==> src/rtl/mskpack_pkg.sv <==
package mskpack_pkg;

   // flush sequencer states
   typedef enum logic {
      FL_IDLE  = 1'b0,
      FL_DRAIN = 1'b1
   } flush_st_e;

   // width of a counter able to hold 0..max_val
   function automatic int cnt_width(input int max_val);
      return $clog2(max_val + 1);
   endfunction

endpackage

==> src/rtl/mskpack_align.sv <==
// Extracts the masked bits of one beat and right-justifies them.
module mskpack_align #(
   parameter int IN_W = 4,
   parameter int CW   = 4
) (
   input  logic [IN_W-1:0] data_i,
   input  logic [IN_W-1:0] mask_i,
   output logic [IN_W-1:0] bits_o,
   output logic [CW-1:0]   nbits_o
);

   if (IN_W == 1) begin : g_single
      assign bits_o  = data_i & mask_i;
      assign nbits_o = CW'(mask_i);
   end else begin : g_multi
      localparam int LW = $clog2(IN_W);
      logic [LW-1:0] lo_pos;
      logic [CW-1:0] ones;

      always_comb begin
         lo_pos = '0;
         for (int i = IN_W - 1; i >= 0; i--) begin
            if (mask_i[i]) lo_pos = LW'(i);
         end
      end

      always_comb begin
         ones = '0;
         for (int i = 0; i < IN_W; i++) begin
            ones = ones + CW'(mask_i[i]);
         end
      end

      assign bits_o  = (data_i & mask_i) >> lo_pos;
      assign nbits_o = ones;
   end

endmodule

==> src/rtl/mskpack_store.sv <==
// Bit accumulator: drains OUT_W bits from the bottom, appends beats on top.
module mskpack_store #(
   parameter int IN_W  = 4,
   parameter int OUT_W = 6,
   parameter int W     = IN_W + OUT_W,
   parameter int CW    = 4
) (
   input  logic            clk_i,
   input  logic            rst_ni,
   input  logic            acc_i,
   input  logic [IN_W-1:0] beat_i,
   input  logic [CW-1:0]   nbits_i,
   input  logic            drain_i,
   output logic [W-1:0]    stor_o,
   output logic [CW-1:0]   cnt_o,
   output logic [CW-1:0]   cnt_nxt_o,
   output logic            room_o
);

   localparam logic [CW-1:0] OUT_CNT = CW'(OUT_W);

   logic [W-1:0]  stor_q, stor_dr, stor_nxt;
   logic [CW-1:0] cnt_q, cnt_dr, cnt_nxt;

   always_comb begin
      if (drain_i) begin
         stor_dr = stor_q >> OUT_W;
         cnt_dr  = (cnt_q > OUT_CNT) ? (cnt_q - OUT_CNT) : '0;
      end else begin
         stor_dr = stor_q;
         cnt_dr  = cnt_q;
      end
   end

   always_comb begin
      stor_nxt = stor_dr;
      cnt_nxt  = cnt_dr;
      if (acc_i) begin
         stor_nxt = stor_dr | (W'(beat_i) << cnt_dr);
         cnt_nxt  = cnt_dr + nbits_i;
      end
   end

   always_ff @(posedge clk_i or negedge rst_ni) begin
      if (!rst_ni) begin
         stor_q <= '0;
         cnt_q  <= '0;
      end else begin
         stor_q <= stor_nxt;
         cnt_q  <= cnt_nxt;
      end
   end

   assign stor_o    = stor_q;
   assign cnt_o     = cnt_q;
   assign cnt_nxt_o = cnt_nxt;
   assign room_o    = (cnt_dr <= OUT_CNT);

endmodule

==> src/rtl/mskpack_fmt.sv <==
// Forms the output word, its valid-bit mask and the offer signal.
module mskpack_fmt #(
   parameter int OUT_W = 6,
   parameter int CW    = 4
) (
   input  logic [OUT_W-1:0] low_i,
   input  logic [CW-1:0]    cnt_i,
   input  logic             flush_act_i,
   output logic             valid_o,
   output logic [OUT_W-1:0] data_o,
   output logic [OUT_W-1:0] mask_o
);

   for (genvar i = 0; i < OUT_W; i++) begin : g_mask
      assign mask_o[i] = (cnt_i > CW'(i));
   end

   assign data_o  = low_i;
   assign valid_o = (cnt_i >= CW'(OUT_W)) || (flush_act_i && (cnt_i != '0));

endmodule

==> src/rtl/mskpack_top.sv <==
module mskpack_top #(
   parameter int IN_W  = 4,
   parameter int OUT_W = 6
) (
   input  logic             clk_i,
   input  logic             rst_ni,
   input  logic             in_valid_i,
   input  logic [IN_W-1:0]  in_data_i,
   input  logic [IN_W-1:0]  in_mask_i,
   output logic             in_ready_o,
   output logic             out_valid_o,
   output logic [OUT_W-1:0] out_data_o,
   output logic [OUT_W-1:0] out_mask_o,
   input  logic             out_ready_i,
   input  logic             flush_i,
   output logic             flush_done_o
);

   import mskpack_pkg::*;

   localparam int W  = IN_W + OUT_W;
   localparam int CW = cnt_width(W);

   if (IN_W < 1) begin : g_bad_in
      $error("mskpack_top: IN_W must be at least 1");
   end
   if (OUT_W < 1) begin : g_bad_out
      $error("mskpack_top: OUT_W must be at least 1");
   end

   logic [IN_W-1:0] beat_bits;
   logic [CW-1:0]   beat_n;
   logic [W-1:0]    stor_q;
   logic [CW-1:0]   cnt_q, cnt_nxt;
   logic            room, drain, accept, flush_act;
   flush_st_e       fl_q;
   logic            done_q;

   mskpack_align #(.IN_W(IN_W), .CW(CW)) u_align (
      .data_i  (in_data_i),
      .mask_i  (in_mask_i),
      .bits_o  (beat_bits),
      .nbits_o (beat_n)
   );

   mskpack_store #(.IN_W(IN_W), .OUT_W(OUT_W), .W(W), .CW(CW)) u_store (
      .clk_i     (clk_i),
      .rst_ni    (rst_ni),
      .acc_i     (accept),
      .beat_i    (beat_bits),
      .nbits_i   (beat_n),
      .drain_i   (drain),
      .stor_o    (stor_q),
      .cnt_o     (cnt_q),
      .cnt_nxt_o (cnt_nxt),
      .room_o    (room)
   );

   mskpack_fmt #(.OUT_W(OUT_W), .CW(CW)) u_fmt (
      .low_i       (stor_q[OUT_W-1:0]),
      .cnt_i       (cnt_q),
      .flush_act_i (flush_act),
      .valid_o     (out_valid_o),
      .data_o      (out_data_o),
      .mask_o      (out_mask_o)
   );

   assign flush_act  = flush_i || (fl_q == FL_DRAIN);
   assign drain      = out_valid_o && out_ready_i;
   assign in_ready_o = !flush_act && room;
   assign accept     = in_valid_i && in_ready_o;

   always_ff @(posedge clk_i or negedge rst_ni) begin
      if (!rst_ni) begin
         fl_q   <= FL_IDLE;
         done_q <= 1'b0;
      end else begin
         done_q <= flush_act && (cnt_nxt == '0);
         if (flush_act && (cnt_nxt != '0)) fl_q <= FL_DRAIN;
         else                              fl_q <= FL_IDLE;
      end
   end

   assign flush_done_o = done_q;

endmodule

==> config.mk <==
export PLATFORM = sky130hd
export DESIGN_NAME = mskpack_top
export DESIGN_NICKNAME = d
export VERILOG_FILES = /design/src/rtl/mskpack_pkg.sv /design/src/rtl/mskpack_align.sv /design/src/rtl/mskpack_store.sv /design/src/rtl/mskpack_fmt.sv /design/src/rtl/mskpack_top.sv
export SDC_FILE = /design/constraint.sdc
export NUM_CORES = 1
export LEC_CHECK = 0
export ABC_AREA = 1
export BUFFER_PORTS_ARGS = -buffer_cell sky130_fd_sc_hd__buf_2
export CORE_MARGIN = 1.5
export CORE_UTILIZATION = 45
export DETAILED_ROUTE_END_ITERATION = 16
export MAX_ROUTING_LAYER = met4
export PLACE_DENSITY = 0.66
export SLEW_MARGIN = 20
export SYNTH_ARGS = -nofsm -noshare
export SYNTH_HDL_FRONTEND = slang
export SYNTH_SLANG_ARGS = --single-unit
==> constraint.sdc <==
create_clock -name clk_i -period 8.2 [get_ports clk_i]
set_input_delay 2.46 -clock clk_i [delete_from_list [all_inputs] [get_ports clk_i]]
set_output_delay 2.46 -clock clk_i [all_outputs]
set_load 0.01 [all_outputs]
==> impl_metrics.tcl <==
set metrics [dict create \
    status "finished clean" \
    die_h_um 58.3 \
    wire_per_inst_um 11.5 \
    drv_cap 0 \
    core-area_um2 2830 \
    std_cell_rows 19 \
    timing.rr.start "u_store.cnt_o[1]" \
    synth.net_count 216 \
    power_frac_seq 0.256 \
    clk_latency_ns 0.28 \
    syn_inst 194 \
    finalMaxSlewViolations 0 \
    cts_max_level 1 \
    io_buffers 27 \
    ant_nets 0 \
    final_layout_size_suffix_gt1_frac 0.236 \
    synthDistinctLibCells 29 \
    critPathLaunchType "primary input" \
    drt_wl_total_um 2840 \
    finalSetupViolCount 0 \
    yosysSeqAreaShare 0.291 \
    start_util 0.487 \
    r2r-end "flush_done_o" \
    root_buffer "clkbuf_4" \
    cts_max_path_buffers 2 \
    hold_buffers 0 \
    num_vias 1266 \
    grt_pass1_wl_um 5240 \
    slowest_stage "nand2_1" \
    fmax_mhz 155 \
    numCtsBuffers 3 \
    dpl-instance-area_um2 1490 \
    finalInstanceArea_um2 1530 \
    viasPerCell 5.13 \
    grt_pass1_vias 1211 \
    yosysWarnings 0 \
    reg2reg_slack_ns 4.99 \
    cts_tree "done" \
    syn_avg_cell_area_um2 7.09 \
    drc 0 \
    cts_setup_buffers 0 \
    worstSetupPathType "primary input to output pin" \
    whs_path_depth 2 \
    slew_headroom 0.726 \
    sw_frac_of_total 0.507 \
    finClkSkew_ns 0.00486 \
    yosysTopAreaCell "dfrtp_1" \
    synth_area_um2 1380 \
    yosysMostFrequentCell "nand2_1" \
    tightest_slew_ns 0.410 \
    track_usage 0.203 \
    min_period_over_period 0.789 \
    path_depth 11 \
    synth_area_leaders "dfrtp_1, nand2_1, inv_1" \
    intPower_uw 262 \
    cp-startpoint "flush_i" \
    reg2reg_depth 16 \
    nNetsFinal 239 \
    place_congestion 0.920 \
    crit_chain "buf_2 -> or2_2 -> nand2_2 -> nand3_4 -> nand2_4 -> nand2_1 -> nand2_1 -> nand3_4 -> nand2_1 -> inv_1 -> buf_2" \
    combPwrFrac 0.644 \
    holdPathEnd "u_store.stor_o[9]" \
    pwr-share-clk 0.099 \
    antenna_found_initial 0 \
    n_fill_cell 287 \
    vdd.ir_drop.worst_mv 0.124 \
    firstDrtPassIters 4 \
    die-area_um2 3400 \
    rsz0062_at_grt "no" \
    cts_sinks 16 \
    cts_resized 0 \
    dpl.hpwl_um 2390 \
    power_uw 531 \
    grt_overflow_total 0 \
    worst_setup_path_end_kind "output pin" \
    leakagePower_nw 0.874 \
    cp_top_family "simple AND/OR/NAND/NOR gates" \
    worstPathMaxFanout 14 \
    netSwitchingPower_uw 269 \
    hold_path_class "register to register" \
    p_per_area_nw_per_um2 348 \
    synth_top_cells_by_count "nand2_1, inv_1, nand3_1, dfrtp_1, nor2_1" \
    area_growth_syn_to_layout_pct 11.0 \
    drt-initial-drc-count 37 \
    cp_data_required_time_ns 5.74 \
    diodes 0 \
    cpPeakStageDelay_ns 0.32 \
    clkTransAtPathRegs_ns 0.10 \
    crit_arrival_ns 4.01 \
    final_hold_viol_count 0 \
    path_common_cell "nand2_1" \
    die_w_um 58.3 \
    synth-seq-cells 16 \
    ys.flop_type "dfrtp_1" \
    grt_max_degree 17 \
    period_minus_slack_ns 6.47 \
    worstHoldStart "u_store.stor_o[9]" \
    synth_edf_count 0 \
    async_reset_ff_frac 1.00 \
    ios 28 \
    synth_top_area_frac 0.291 \
    tns_ns 0 \
    path_buf_inv 3 \
]
-- cells by family (layout without fill, tap and decap cells) --
kind of cell | count (synthesis) | count (layout) | synth area share
simple gates | 103 | 103 | 0.371
buf+inv | 38 | 60 | 0.122
compound gates | 24 | 24 | 0.0964
flops | 16 | 16 | 0.291
fa+ha+maj | 9 | 9 | 0.0927
xor+xnor | 2 | 2 | 0.0127
mux | 2 | 2 | 0.0145
-- power groups by stage --
stage               Clock, mW  Combinational (mW)  Sequential [mW]
global placement            0               0.338            0.137
finish                 0.0528               0.342            0.136
CTS                    0.0542               0.347            0.136
detailed placement          0               0.346            0.138
floorplan                   0               0.273            0.132
global route           0.0560               0.395            0.141
-- worst max-delay path by stage --
stage,end,slack [ns]
2_1_floorplan,in_ready_o,2.27
3_3_place_gp,in_ready_o,1.77
3_5_place_dp,in_ready_o,1.72
4_1_cts,in_ready_o,1.73
5_1_grt,in_ready_o,1.58
6_report,in_ready_o,1.73
-- routing by layer --
layer | global-route usage | up-vias | wire, um
met5 | - | - | 0
met4 | 0.0664 | 0 | 27
met3 | 0.0220 | 2 | 103
met2 | 0.345 | 31 | 1360
met1 | 0.252 | 575 | 1340
li1 | - | 658 | -
-- flip-flops by register name (all words and copies together), names as in the netlist --
signal	count
u_store.stor_o	10
u_store.cnt_o	4
fl_q	1
flush_done_o	1
-- per-stage QoR --
step / std cells / setup slack [ns] / hold slack [ns] / util
after floorplan: 194 / 2.27 / 0.450 / -
after global placement: 243 / 1.77 / 0.479 / 0.527
after detailed placement: 243 / 1.72 / 0.481 / 0.527
after CTS: 247 / 1.73 / 0.507 / 0.540
after global routing: 247 / 1.58 / 0.541 / 0.540
final: 247 / 1.73 / 0.502 / 0.540
-- final cells by class --
class / count / area [um^2] / share of cell area
multi-input cells: 140 / 808 / 0.529
flip-flops and latches: 16 / 400 / 0.262
repair buffers: 27 / 135 / 0.0885
inverters: 29 / 109 / 0.0713
well taps: 31 / 38.8 / 0.0254
clock buffers: 4 / 36.3 / 0.0238
-- cell usage in the layout, fill, tap and decap left out --
cell and n:
o211ai_1 2, inv_1 26, inv_2 3, fa_1 2, nor2_1 14, or2_2 1, clkbuf_4 3, nand3_4 2
a21oi_1 5, a31oi_1 1, o21ai_0 12, xor2_1 1, buf_2 27, o21bai_1 1, nand3_1 17, mux2i_1 2
nand4_1 5, nand2_1 51, nor2_4 2, nor2_2 2, clkbuf_8 1, xnor2_1 1, o21ai_2 1, o21ai_1 2
ha_1 7, dfrtp_1 16, nand3_2 2, nand2_4 2, nand2_2 5
-- worst register-to-register path, stage by stage, from the launching register on --
cell	delay, ns
dfrtp_1	0.49
ha_1	0.24
nand3_2	0.14
nand3_4	0.15
nand2_4	0.12
o21ai_2	0.28
fa_1	0.46
inv_1	0.07
ha_1	0.16
inv_1	0.06
fa_1	0.38
xnor2_1	0.14
nand4_1	0.12
nand2_2	0.07
nor2_1	0.13
nand2_1	0.07
nor2_1	0.08
(Power assumes the default switching activity.)
